## src/rtl/bridge_pkg.sv

```systemverilog
package bridge_pkg;

    localparam int BYTE_W     = 8;
    localparam int FRAME_BITS = BYTE_W + 2;

    typedef enum logic {
        TX_IDLE = 1'b0,
        TX_SEND = 1'b1
    } tx_phase_e;

endpackage

```

## src/rtl/strobe_capture.sv

```systemverilog
module strobe_capture #(
    parameter int DATA_W = 8
) (
    input  logic              clk_i,
    input  logic              rst_ni,
    input  logic              dav_i,
    input  logic [DATA_W-1:0] data_i,
    output logic              push_o,
    output logic [DATA_W-1:0] byte_o
);

    typedef struct packed {
        logic              dav_meta;
        logic              dav_sync;
        logic              dav_prev;
        logic [DATA_W-1:0] data_meta;
        logic [DATA_W-1:0] data_sync;
    } cap_state_t;

    cap_state_t st_d, st_q;

    always_comb begin
        st_d           = st_q;
        st_d.dav_meta  = dav_i;
        st_d.dav_sync  = st_q.dav_meta;
        st_d.dav_prev  = st_q.dav_sync;
        st_d.data_meta = data_i;
        st_d.data_sync = st_q.data_meta;
    end

    always_ff @(posedge clk_i) begin
        if (!rst_ni) begin
            st_q.dav_meta  <= 1'b1;
            st_q.dav_sync  <= 1'b1;
            st_q.dav_prev  <= 1'b1;
            st_q.data_meta <= '0;
            st_q.data_sync <= '0;
        end else begin
            st_q <= st_d;
        end
    end

    assign push_o = st_q.dav_prev & ~st_q.dav_sync;
    assign byte_o = st_q.data_sync;

    AST_SINGLE_PUSH_PER_FALL: assert property (@(posedge clk_i) disable iff (!rst_ni)
        push_o |=> !push_o) else $error("double capture");

endmodule

```

## src/rtl/byte_fifo.sv

```systemverilog
module byte_fifo #(
    parameter int WIDTH = 8,
    parameter int DEPTH = 8
) (
    input  logic             clk_i,
    input  logic             rst_ni,
    input  logic             push_i,
    input  logic [WIDTH-1:0] wdata_i,
    input  logic             pop_i,
    output logic [WIDTH-1:0] rdata_o,
    output logic             full_o,
    output logic             empty_o,
    output logic [$clog2(DEPTH+1)-1:0] level_o
);

    localparam int AW = (DEPTH > 1) ? $clog2(DEPTH) : 1;
    localparam int CW = $clog2(DEPTH + 1);
    localparam logic [AW-1:0] LAST_IDX = AW'(DEPTH - 1);

    typedef struct packed {
        logic [AW-1:0] wptr;
        logic [AW-1:0] rptr;
        logic [CW-1:0] count;
    } fifo_state_t;

    fifo_state_t st_d, st_q;
    logic [WIDTH-1:0] mem_q [DEPTH];
    logic do_push, do_pop;

    assign full_o  = (st_q.count == CW'(DEPTH));
    assign empty_o = (st_q.count == '0);
    assign do_push = push_i & ~full_o;
    assign do_pop  = pop_i & ~empty_o;

    always_comb begin
        st_d = st_q;
        if (do_push) begin
            st_d.wptr = (st_q.wptr == LAST_IDX) ? '0 : st_q.wptr + 1'b1;
        end
        if (do_pop) begin
            st_d.rptr = (st_q.rptr == LAST_IDX) ? '0 : st_q.rptr + 1'b1;
        end
        case ({do_push, do_pop})
            2'b10:   st_d.count = st_q.count + 1'b1;
            2'b01:   st_d.count = st_q.count - 1'b1;
            default: st_d.count = st_q.count;
        endcase
    end

    always_ff @(posedge clk_i) begin
        if (!rst_ni) begin
            st_q <= '0;
        end else begin
            st_q <= st_d;
        end
    end

    always_ff @(posedge clk_i) begin
        if (do_push) begin
            mem_q[st_q.wptr] <= wdata_i;
        end
    end

    assign rdata_o = mem_q[st_q.rptr];
    assign level_o = st_q.count;

    AST_FULL_REJECTS_WRITE: assert property (@(posedge clk_i) disable iff (!rst_ni)
        (push_i && full_o && !pop_i) |=> (level_o == $past(level_o))) else $error("write into full queue");
    AST_LEVEL_IN_RANGE: assert property (@(posedge clk_i) disable iff (!rst_ni)
        level_o <= CW'(DEPTH)) else $error("occupancy beyond depth");

endmodule

```

## src/rtl/serial_tx.sv

```systemverilog
module serial_tx
    import bridge_pkg::*;
#(
    parameter int CLKS_PER_BIT = 416667
) (
    input  logic              clk_i,
    input  logic              rst_ni,
    input  logic              load_i,
    input  logic [BYTE_W-1:0] byte_i,
    output logic              ready_o,
    output logic              tx_o
);

    localparam int TW = (CLKS_PER_BIT > 1) ? $clog2(CLKS_PER_BIT) : 1;
    localparam logic [TW-1:0] TICK_LAST = TW'(CLKS_PER_BIT - 1);
    localparam logic [3:0] BITS_AFTER_START = 4'(FRAME_BITS - 1);

    typedef struct packed {
        tx_phase_e     phase;
        logic [BYTE_W:0] shreg;
        logic [3:0]    bits_left;
        logic [TW-1:0] tick;
        logic          line;
    } tx_state_t;

    tx_state_t st_d, st_q;

    always_comb begin
        st_d = st_q;
        unique case (st_q.phase)
            TX_IDLE: begin
                st_d.line = 1'b1;
                if (load_i) begin
                    st_d.phase     = TX_SEND;
                    st_d.shreg     = {1'b1, byte_i};
                    st_d.bits_left = BITS_AFTER_START;
                    st_d.tick      = '0;
                    st_d.line      = 1'b0;
                end
            end
            TX_SEND: begin
                if (st_q.tick == TICK_LAST) begin
                    st_d.tick = '0;
                    if (st_q.bits_left == '0) begin
                        st_d.phase = TX_IDLE;
                        st_d.line  = 1'b1;
                    end else begin
                        st_d.line      = st_q.shreg[0];
                        st_d.shreg     = {1'b1, st_q.shreg[BYTE_W:1]};
                        st_d.bits_left = st_q.bits_left - 1'b1;
                    end
                end else begin
                    st_d.tick = st_q.tick + 1'b1;
                end
            end
            default: st_d.phase = TX_IDLE;
        endcase
    end

    always_ff @(posedge clk_i) begin
        if (!rst_ni) begin
            st_q.phase     <= TX_IDLE;
            st_q.shreg     <= '1;
            st_q.bits_left <= '0;
            st_q.tick      <= '0;
            st_q.line      <= 1'b1;
        end else begin
            st_q <= st_d;
        end
    end

    assign ready_o = (st_q.phase == TX_IDLE);
    assign tx_o    = st_q.line;

    AST_START_BIT_LOW: assert property (@(posedge clk_i) disable iff (!rst_ni)
        (load_i && ready_o) |=> !tx_o) else $error("start bit not low");
    AST_IDLE_LINE_HIGH: assert property (@(posedge clk_i) disable iff (!rst_ni)
        (ready_o && $past(ready_o)) |-> tx_o) else $error("idle line not high");

endmodule

```

## src/rtl/strobe_uart_bridge.sv

```systemverilog
module strobe_uart_bridge
    import bridge_pkg::*;
#(
    parameter int CLKS_PER_BIT = 416667,
    parameter int FIFO_DEPTH   = 8,
    parameter int STOP_LEVEL   = 6,
    parameter int RESUME_LEVEL = 2
) (
    input  logic       clk_i,
    input  logic       rst_ni,
    input  logic       enable_i,
    input  logic       dav_i,
    input  logic [7:0] data_i,
    output logic       run_o,
    output logic       tx_o,
    output logic       overflow_o,
    output logic       busy_o
);

    localparam int LW = $clog2(FIFO_DEPTH + 1);
    localparam logic [LW-1:0] STOP_AT   = LW'(STOP_LEVEL);
    localparam logic [LW-1:0] RESUME_AT = LW'(RESUME_LEVEL);

    typedef struct packed {
        logic throttle;
        logic run;
        logic overflow;
    } flow_state_t;

    flow_state_t st_d, st_q;

    logic              cap_push;
    logic [BYTE_W-1:0] cap_byte;
    logic [BYTE_W-1:0] head_byte;
    logic              q_full, q_empty;
    logic [LW-1:0]     q_level;
    logic              tx_ready;
    logic              tx_load;

    strobe_capture #(.DATA_W(BYTE_W)) u_capture (
        .clk_i  (clk_i),
        .rst_ni (rst_ni),
        .dav_i  (dav_i),
        .data_i (data_i),
        .push_o (cap_push),
        .byte_o (cap_byte)
    );

    byte_fifo #(.WIDTH(BYTE_W), .DEPTH(FIFO_DEPTH)) u_queue (
        .clk_i   (clk_i),
        .rst_ni  (rst_ni),
        .push_i  (cap_push),
        .wdata_i (cap_byte),
        .pop_i   (tx_load),
        .rdata_o (head_byte),
        .full_o  (q_full),
        .empty_o (q_empty),
        .level_o (q_level)
    );

    assign tx_load = tx_ready & ~q_empty;

    serial_tx #(.CLKS_PER_BIT(CLKS_PER_BIT)) u_tx (
        .clk_i   (clk_i),
        .rst_ni  (rst_ni),
        .load_i  (tx_load),
        .byte_i  (head_byte),
        .ready_o (tx_ready),
        .tx_o    (tx_o)
    );

    always_comb begin
        st_d = st_q;
        if (q_level >= STOP_AT) begin
            st_d.throttle = 1'b1;
        end else if (q_level <= RESUME_AT) begin
            st_d.throttle = 1'b0;
        end
        st_d.run      = enable_i & ~st_d.throttle;
        st_d.overflow = st_q.overflow | (cap_push & q_full);
    end

    always_ff @(posedge clk_i) begin
        if (!rst_ni) begin
            st_q <= '0;
        end else begin
            st_q <= st_d;
        end
    end

    assign run_o      = st_q.run;
    assign overflow_o = st_q.overflow;
    assign busy_o     = ~q_empty | ~tx_ready;

    AST_RUN_OFF_WHEN_DISABLED: assert property (@(posedge clk_i) disable iff (!rst_ni)
        !enable_i |=> !run_o) else $error("run while disabled");
    AST_RUN_OFF_AT_HIGH_WATER: assert property (@(posedge clk_i) disable iff (!rst_ni)
        (q_level >= STOP_AT) |=> !run_o) else $error("run at high water");
    AST_OVERFLOW_STICKY: assert property (@(posedge clk_i) disable iff (!rst_ni)
        overflow_o |=> overflow_o) else $error("overflow flag cleared");
    AST_QUIET_LINE_HIGH: assert property (@(posedge clk_i) disable iff (!rst_ni)
        !busy_o |-> tx_o) else $error("line low while not busy");

endmodule

```

## config.mk

```make
export PLATFORM = sky130hd
export DESIGN_NAME = strobe_uart_bridge
export DESIGN_NICKNAME = d
export VERILOG_FILES = /design/src/rtl/bridge_pkg.sv /design/src/rtl/strobe_capture.sv /design/src/rtl/byte_fifo.sv /design/src/rtl/serial_tx.sv /design/src/rtl/strobe_uart_bridge.sv
export SDC_FILE = /design/constraint.sdc
export NUM_CORES = 1
export LEC_CHECK = 0
export BUFFER_PORTS_ARGS = -buffer_cell sky130_fd_sc_hd__buf_2
export CAP_MARGIN = 0
export CORE_MARGIN = 2
export CORE_UTILIZATION = 38
export DETAILED_ROUTE_END_ITERATION = 8
export PLACE_DENSITY = 0.56
export SYNTH_ARGS = -nofsm -noshare
export SYNTH_HDL_FRONTEND = slang
export SYNTH_SLANG_ARGS = --single-unit
```

## constraint.sdc

```tcl
create_clock -name clk_i -period 3.8 [get_ports clk_i]
set_clock_uncertainty 0.2 [all_clocks]
set_input_delay 0.19 -clock clk_i [delete_from_list [all_inputs] [get_ports clk_i]]
set_output_delay 0.19 -clock clk_i [all_outputs]
set_load 0.02 [all_outputs]
```

==> flow_summary.yaml, run 1 <==
drt:
  drt_wl_total_um: 10200
  viasPerCell: 5.20
  drt_iter0_drc: 211
  dr.pass1.iters: 4
  post_drt_wl_per_cell_um: 15.1
  ant_nets: 0
  drc_errors: 0
  vias: 3502
die:
  fp.dieW_um: 123
  die_area_um2: 15200
  rows: 43
  fp.dieH_um: 123
  floorplan.initialDensity_pct: 39.0
  ios: 16
  design.core.area_um2: 13900
timing:
  worst_slew_pin_slew_ns: 0.995
  hold_viol: 0
  max_slew_margin_pct: 33.7
  drv_slew: 0
  min_period_over_period_pct: 75.7
  setup_viol_count_final: 0
  fmax_mhz: 348
  setup_ws_ns: 0.923
  tns_ns: 0
  period_minus_slack_ns: 2.88
  rsz0062_at_grt: "false"
  worst_hold_slack_ns: 0.0410
clock_network:
  numCtsBuffers: 17
  htree_levels: 4
  cts_buffer_depth: 2
  cts.sinks: 133
  cts-root-buf: "clkbuf_16"
  cts_tree: "yes"
  ctsResizeCount: 0
  clkTransAtPathRegs_ns: 0.06
  clk_latency_ns: 0.42
critical_path:
  worst_ep_required_time_ns: 3.94
  critPathKind: "flip-flop to flip-flop"
  cp.arrival_ns: 3.01
  r2r_setup_slack_ns: 0.92
  crit_path_end_kind: "flip-flop"
  crit_fanout: 15
  critPathLaunchType: "flip-flop"
yosys:
  synth.avg_cell_area_um2: 12.0
  post_synth_num_cell_types: 58
  ys_top_cells_by_area: "edfxtp_1 (36%), dfxtp_1 (26%), mux2i_1 (6.5%)"
  syn-instance-count: 452
  synth_edf_count: 64
  yosys_warnings: 0
  yosysSeqAreaShare_pct: 61.0
  synth-main-ff-cell: "dfxtp_1"
  synth-seq-cells: 133
  syn_area_um2: 5410
  synth_largest_area_cell: "edfxtp_1"
  syn_nets: 475
  async_flop_share_pct: 0
  synth.top_cell.area_share_pct: 35.5
placement:
  dp_slack_ns: 0.964
  place.detailed.hpwl_um: 6560
  portBuffers: 15
  gp_congestion: 0.785
power_and_ir_drop:
  p_per_area_nw_per_um2: 705
  leakage_nw: 2.27
  ir_drop_mv: 0.353
final_layout:
  layout_common_cells: "dfxtp_1 (68), edfxtp_1 (64), nand2_1 (40)"
  final_common_cell: "dfxtp_1"
  final_nets: 504
  drive_gt1_share_pct: 12.6
  n_fill_cell: 1270
  antenna_cells: 0
  area_growth_pct: 18.0
global_route:
  grt-ovfl-total: 0
  grt_max_degree: 35
  grtUsageTotal_pct: 14.5
  antenna_found_initial: 0
  grt_pass1_wl_um: 16700
  grt_pass1_vias: 3357
status:
  outcome: "finished, final reports clean"
hold_path:
  hold_path.class: "input port to flip-flop"
run:
  drv_cap: 0
## critical path, cell delays in order (launching register included)
cell	delay (ns)
dfxtp_1	0.38
or4_4	0.56
nand2b_2	0.16
inv_2	0.14
ha_1	0.28
xor2_1	0.17
ha_1	0.20
a21oi_1	0.17
xor2_1	0.11
or3_1	0.31
a21oi_1	0.13
## power by group
part,switching (mW),internal (mW),leakage [nW]
registers,0.111,1.62,1.16
clock network,0.631,1.11,0.302
logic,0.643,0.387,0.816
total,1.39,3.11,2.27
## Yosys cell counts, types with 3 or more instances
library cell	count
dfxtp_1	69
edfxtp_1	64
nand2_1	40
mux2i_1	35
a21oi_1	19
and2_1	19
nor2_1	19
nor3_1	13
clkbuf_1	11
ha_1	11
a22o_1	10
a31oi_1	10
a221oi_1	9
o211ai_1	9
a22oi_1	8
inv_1	8
and3_1	7
buf_2	7
nand3_1	7
o21ai_0	7
nand2b_1	6
nor2b_1	5
or3_1	5
xor2_1	4
and4_1	3
nand4_1	3
o21a_1	3
## state kept, by name (all words and copies together), names as in the netlist, named ones only
register	cells
overflow_o	1
run_o	1
u_capture.st_q	1
u_capture.byte_o	8
u_queue.mem_q	64
u_capture.st_d	10
u_queue.st_q	6
st_q	1
u_tx.tx_o	1
u_tx.st_q	33
u_queue.level_o	4
## final timing paths
check | start | endpoint | depth (start not counted)
max reg2reg | u_queue.level_o[0] | u_queue.level_o[2] | 10
min reg2reg | u_capture.st_d[17] | u_capture.st_d[16] | 1
min | rst_ni | u_capture.st_d[17] | 2
max | u_queue.level_o[0] | u_queue.level_o[2] | 10
## final cells by class
class / instances / area [µm²] / share of cell area [%]
repair buffers: 31 / 220 / 3.45
clock buffers: 18 / 429 / 6.72
clock inverters: 14 / 196 / 3.08
multi-input cells: 288 / 1970 / 30.9
inverters: 10 / 37.5 / 0.588
flip-flops and latches: 133 / 3300 / 51.8
well taps: 180 / 225 / 3.53
## per-layer routing
layer	track usage, %	up-vias	part of all wire [%]
met2	23.7	54	51
met4	5.68	0	0.67
li1	-	1752	-
met1	17.6	1692	45
met5	0	-	0
met3	4.70	4	3.1
## through the flow
step	total power [mW]	utilization (%)	cell area (µm²)	cells
floorplan	2.57	-	5410	452
global placement	2.75	40.8	5660	632
detailed placement	2.78	40.8	5660	632
CTS	4.55	46.0	6380	674
global route	4.76	46.0	6380	674
finish	4.50	46.0	6380	674
## logic make-up (layout without fill, tap and decap cells)
group / after synthesis / in the layout / synth area share, %
adders and majority gates: 11 / 11 / 2.54
and+or+nand+nor: 146 / 146 / 14.8
AOI/OAI and AO/OA: 91 / 91 / 11.8
DFF: 133 / 133 / 61.0
buffers and inverters: 31 / 73 / 2.52
muxes: 35 / 35 / 6.47
xor gates and xnor gates: 5 / 5 / 0.809
## repair_timing
item / in CTS / in global routing
hold endpoints to repair: 10 / 0
hold buffers: 10 / 0
buffers inserted: 0 / 0
Power figures use the tool's default switching activity.
==> inputs of run 2 (changes only) <==
Settings changed: ABC_AREA from default to 1, PLACE_DENSITY 0.56 to 0.58.
Clock period 3.8 ns to 2.5 ns, I/O delays scaled along.
==> run 2 against run 1 <==
Compared with the run above: cell count rose by 31%; sequential cell count unchanged; count of clock-buffer cells in the layout increased by 2; synthesized cell count increased by 42%; setup slack lost 0.71 ns; die area is 6.9% higher; combinational power rose by 86%; critical path depth unchanged; critical path type unchanged; largest power group is now sequential cells.
==> flow_summary.yaml, run 2 <==
critical_path:
  rr_worst_depth: 10
  worst_ep_required_time_ns: 2.60
  worst-path-buf-inv: 1
  r2r-end: "u_queue.level_o[2]"
  slowest_delay_ns: 0.35
  crit_path_end_kind: "flip-flop"
  cpMostUsedCell: "ha_1"
  crit_fanout: 8
  crit_path_cell_trace: "nor2_1 -> nand3_1 -> nand2_2 -> ha_1 -> xor2_1 -> ha_1 -> a21oi_1 -> xnor2_1 -> o21ai_0 -> inv_1"
  cp_slowest_cell: "dfxtp_1"
  reg2reg_from: "u_queue.level_o[0]"
  cp_top_family: "simple AND/OR/NAND/NOR gates"
  r2r_setup_slack_ns: 0.22
  cp.arrival_ns: 2.38
  critPathKind: "flip-flop to flip-flop"
  critPathLaunchType: "flip-flop"
timing:
  setup_viol_count_final: 0
  fmax_mhz: 438
  min_period_over_period_pct: 91.4
  worst_hold_slack_ns: 0.0358
  tns_ns: 0
  hold_viol: 0
  rsz0062_at_grt: "false"
  worst_slew_pin_slew_ns: 0.617
  max_slew_margin_pct: 58.6
  period_minus_slack_ns: 2.28
  drv_slew: 0
yosys:
  syn_area_um2: 5800
  synth.top_cell.area_share_pct: 33.1
  yosys_warnings: 0
  syn-instance-count: 640
  synth_largest_area_cell: "edfxtp_1"
  synth_edf_count: 64
  syn_nets: 663
  post-synth-top-count-cell: "nand2_1"
  synth.avg_cell_area_um2: 9.06
  synthTopCellsByCount: "nand2_1 (124), nor2_1 (89), dfxtp_1 (69)"
  post_synth_num_cell_types: 40
  async_flop_share_pct: 0
  synth-seq-cells: 133
  ys_top_cells_by_area: "edfxtp_1 (33%), dfxtp_1 (24%), nand2_1 (8.0%)"
  synth-main-ff-cell: "dfxtp_1"
  yosysSeqAreaShare_pct: 57.0
final_layout:
  drive_gt1_share_pct: 14.7
  fin_cells: 881
  area_growth_pct: 18.2
  layout_common_cells: "nand2_1 (123), nor2_1 (89), dfxtp_1 (69)"
  largest_register: "u_queue.mem_q"
  n_fill_cell: 1391
  largest_register_ffs: 64
  final_common_cell: "nand2_1"
  register_area_um2: 3300
  antenna_cells: 0
  final_nets: 703
  multi_input_area_um2: 2130
hold_path:
  hold_path.class: "input port to flip-flop"
  holdPathEnd: "u_tx.st_q[32]"
  min_from: "rst_ni"
  min_delay_path_depth: 3
clock_network:
  numCtsBuffers: 17
  htree_levels: 4
  postCtsSetupRepairBufs: 0
  cts_buffer_depth: 2
  cts.sinks: 133
  cts-root-buf: "clkbuf_16"
  clkTransAtPathRegs_ns: 0.06
  cts_tree: "yes"
  clk_latency_ns: 0.41
status:
  outcome: "finished, final reports clean"
global_route:
  antenna_found_initial: 0
  grt_max_degree: 40
  grt-ovfl-total: 0
  grt_pass1_vias: 4256
  grt_pass1_wl_um: 21300
  grtUsageTotal_pct: 16.7
drt:
  drc_errors: 0
  post_drt_wl_per_cell_um: 14.5
  ant_nets: 0
  drt_iter0_drc: 226
  drt_wl_total_um: 12800
  dr.pass1.iters: 7
  vias: 4415
  viasPerCell: 5.01
die:
  ios: 16
  floorplan.initialDensity_pct: 38.6
  fp.dieH_um: 128
  design.core.area_um2: 15000
  rows: 45
  fp.dieW_um: 128
  die_area_um2: 16300
run:
  drv_cap: 0
placement:
  gp_congestion: 0.799
  portBuffers: 15
  place.detailed.hpwl_um: 8220
  dp_cells: 839
power_and_ir_drop:
  ir_drop_mv: 0.602
  p_per_area_nw_per_um2: 1030
  leakage_nw: 2.71
## run 2: cell count changes after synthesis, sizes merged, moves of 9 or more
cell | before | now
nor3 | 14 | 4
nor2 | 21 | 96
a31oi | 11 | 0
a221oi | 9 | 0
mux2i | 35 | 0
a22o | 10 | 0
nand2 | 40 | 132
a21oi | 19 | 33
o21ai | 9 | 55
and2 | 20 | 0
inv | 10 | 64
nand3 | 7 | 41
## run 2: how the worst max path moves through the flow
stage                       startpoint            endpoint  cells past startpoint
floorplan                u_tx.st_q[33]  u_queue.level_o[2]                     12
global placement    u_queue.level_o[0]  u_queue.level_o[2]                     10
detailed placement  u_queue.level_o[0]  u_queue.level_o[2]                     10
CTS                 u_queue.level_o[0]  u_queue.level_o[2]                     10
global route        u_queue.level_o[0]  u_queue.level_o[2]                     10
finish              u_queue.level_o[0]  u_queue.level_o[2]                     10
## run 2: area by class of cell
type                       instances  area share [%]
clock buffer                      20            6.37
clock inverter                    12            2.59
inverter                          67            3.71
multi-input combinational        418            31.2
sequential                       133            48.2
tap                              188            3.43
timing repair buffer              43            4.53
## run 2: power breakdown
part / total, mW / switching [mW] / internal, mW
clock network: 2.58 / 0.909 / 1.67
registers: 2.59 / 0.117 / 2.47
logic: 1.92 / 1.30 / 0.613
total: 7.08 / 2.33 / 4.75
## run 2: worst register-to-register path, stage by stage, from the launching register on
cell and delay, ns:
dfxtp_1 0.35, nor2_1 0.16, nand3_1 0.15, nand2_2 0.17
ha_1 0.24, xor2_1 0.27, ha_1 0.19, a21oi_1 0.05
xnor2_1 0.14, o21ai_0 0.20, inv_1 0.06
## run 2: through the flow
stage	power (mW)	util [%]	worst slack (ns)	instance area, µm²
final	7.08	45.6	0.216	6850
after global routing	7.47	45.6	0.00770	6850
after CTS	7.13	45.6	0.160	6850
after detailed placement	4.53	40.8	0.194	6130
after global placement	4.47	40.8	0.335	6130
after floorplan	4.00	-	0.290	5800
## run 2: cells by family after synthesis
logic type | count (synthesis) | share of synthesized area (%)
compound gates | 112 | 11.2
xor+xnor | 5 | 0.755
fa+ha+maj | 11 | 2.37
buf+inv | 89 | 6.26
flops | 133 | 57.0
simple gates | 290 | 22.4
## run 2: layer usage
metal	global-route usage [%]	up-vias	routed length, µm	share of wire (%)
li1	-	2212	-	-
met1	21.3	2121	5970	47
met2	28.0	71	6240	49
met3	4.10	11	457	3.6
met4	5.43	0	122	0.95
met5	0	-	0	0
## run 2: what timing repair did
item / CTS / global route
endpoints found under the hold margin: 10 / 0
setup endpoints to repair: 0 / 2
gates resized for setup: 0 / 1
hold buffers: 10 / 0
==> inputs of run 3 (changes only) <==
Settings changed: PLACE_DENSITY 0.58 to 0.56.
Clock period 2.5 ns to 2.4 ns, I/O delays scaled along.
==> run 3 against run 2 <==
Compared with the run above: register-to-register slack hardly changed; critical path depth stayed put; setup slack worse by 0.011 ns; first-iteration DRC count is 12% higher; power is 2.9% higher; global-route usage is 0.52 points higher; count of clock-buffer cells in the layout is 3 lower; die area stayed put; combinational power is 3% higher; cell count is 0.45% higher; sequential cell count stayed put.
==> flow_summary.yaml, run 3 (synthesis results as in run 2) <==
timing:
  drv_slew: 0
  max_slew_margin_pct: 68.6
  worst_slew_pin_slew_ns: 0.470
  period_minus_slack_ns: 2.19
  rsz0062_at_grt: "false"
  tns_ns: 0
  fmax_mhz: 456
  setup_ws_ns: 0.205
  setup_viol_count_final: 0
  hold_viol: 0
  min_period_over_period_pct: 91.4
die:
  die_area_um2: 16300
  ios: 16
  rows: 45
  floorplan.initialDensity_pct: 38.6
  fp.dieW_um: 128
  design.core.area_um2: 15000
  fp.dieH_um: 128
critical_path:
  cp-endpoint: "u_queue.level_o[2]"
  slowest_delay_ns: 0.40
  r2r_setup_slack_ns: 0.21
  worst_ep_required_time_ns: 2.50
  cpMostUsedCell: "ha_1"
  crit_path_end_kind: "flip-flop"
  cp_num_cells: 10
  worst_setup_path_startpoint: "u_queue.level_o[0]"
  critPathLaunchType: "flip-flop"
  critPathKind: "flip-flop to flip-flop"
  crit_fanout: 5
  rr_worst_depth: 10
  cp.arrival_ns: 2.30
  r2r-end: "u_queue.level_o[2]"
  reg2reg_from: "u_queue.level_o[0]"
  crit_path_cell_trace: "nor2_1 -> nand3_1 -> nand2_1 -> ha_1 -> xor2_2 -> ha_1 -> a21oi_1 -> xnor2_1 -> o21ai_0 -> inv_1"
  worst-path-buf-inv: 1
  cp_slowest_cell: "dfxtp_1"
  cp_top_family: "adder cells"
clock_network:
  numCtsBuffers: 17
  clkTransAtPathRegs_ns: 0.06
  htree_levels: 4
  cts_buffer_depth: 2
  cts.sinks: 133
  postCtsSetupRepairBufs: 0
  clk_latency_ns: 0.42
  cts-root-buf: "clkbuf_16"
  cts_tree: "yes"
drt:
  ant_nets: 0
  routed.top_layer: "met4"
  vias: 4396
  drt_wl_total_um: 12900
  dr.pass1.iters: 4
  viasPerCell: 4.97
  drt_iter0_drc: 253
  post_drt_wl_per_cell_um: 14.6
  dr_wl_met3_um: 418
  wl_met1_um: 5900
  wl_met2_um: 6470
  drc_errors: 0
final_layout:
  largest_register: "u_queue.mem_q"
  final_nets: 707
  drive_gt1_share_pct: 15.4
  area_growth_pct: 18.6
  antenna_cells: 0
  layout_common_cells: "nand2_1 (124), nor2_1 (89), dfxtp_1 (68)"
  final_common_cell: "nand2_1"
  largest_register_ffs: 64
global_route:
  grt_max_degree: 40
  grt_pass1_wl_um: 21600
  grt_pass1_vias: 4401
  grt-ovfl-total: 0
  antenna_found_initial: 0
  grtUsageTotal_pct: 17.2
status:
  outcome: "finished, final reports clean"
placement:
  dp_slack_ns: 0.169
  place.detailed.hpwl_um: 8410
  portBuffers: 15
  gp_congestion: 0.793
power_and_ir_drop:
  ir_drop_mv: 0.523
  p_per_area_nw_per_um2: 1060
  leakage_nw: 2.72
run:
  drv_cap: 0
hold_path:
  hold_path.class: "flip-flop to flip-flop"
run 3: timing repair:
action                     in CTS  in global routing
hold endpoints to repair       14                  0
resized for setup               0                  2
setup endpoints to repair       0                  1
hold buffers                   13                  0
run 3: worst register-to-register path, stage by stage (launching register included):
cell     delay, ns
dfxtp_1       0.40
nor2_1        0.10
nand3_1       0.11
nand2_1       0.09
ha_1          0.27
xor2_2        0.18
ha_1          0.19
a21oi_1       0.17
xnor2_1       0.09
o21ai_0       0.22
inv_1         0.07
run 3: worst min path at each step:
stage	endpoint	start	cells past startpoint
floorplan	u_capture.st_d[0]	data_i[0]	2
global placement	u_capture.st_d[17]	dav_i	2
detailed placement	u_capture.st_d[7]	data_i[7]	3
CTS	u_capture.st_d[16]	u_capture.st_d[17]	1
global route	u_capture.st_d[7]	data_i[7]	4
finish	u_capture.byte_o[0]	u_capture.st_d[0]	2
run 3: power by group:
group          total [mW]  switching [mW]  internal, mW
Combinational        1.97            1.32         0.643
Clock                2.60            1.05          1.55
Sequential           2.72           0.145          2.57
Total                7.29            2.52          4.77
run 3: layout make-up:
| class | count | area, µm² |
|---|---|---|
| flip-flops and latches | 133 | 3300 |
| multi-input cells | 418 | 2140 |
| well taps | 188 | 235 |
| inverters | 67 | 254 |
| clock inverters | 15 | 168 |
| repair buffers | 47 | 348 |
| clock buffers | 17 | 425 |
| fillers | 1383 | 8160 |
run 3: stage by stage:
stage | hold WS [ns] | utilization (%) | cells | power (mW) | instance area (µm²)
6_report | 0.213 | 45.7 | 885 | 7.29 | 6870
4_1_cts | 0.213 | 45.7 | 885 | 7.32 | 6870
3_3_place_gp | 0.108 | 40.9 | 840 | 4.63 | 6140
3_5_place_dp | 0.116 | 40.9 | 840 | 4.70 | 6140
2_1_floorplan | 0.0176 | - | 640 | 4.17 | 5800
5_1_grt | 0.228 | 45.7 | 885 | 7.75 | 6870
run 3: routing by layer:
metal | global-route usage [%] | up-vias
li1 | - | 2224
met1 | 21.2 | 2092
met2 | 29.2 | 69
met3 | 4.06 | 11
met4 | 6.98 | 0
met5 | 0 | -
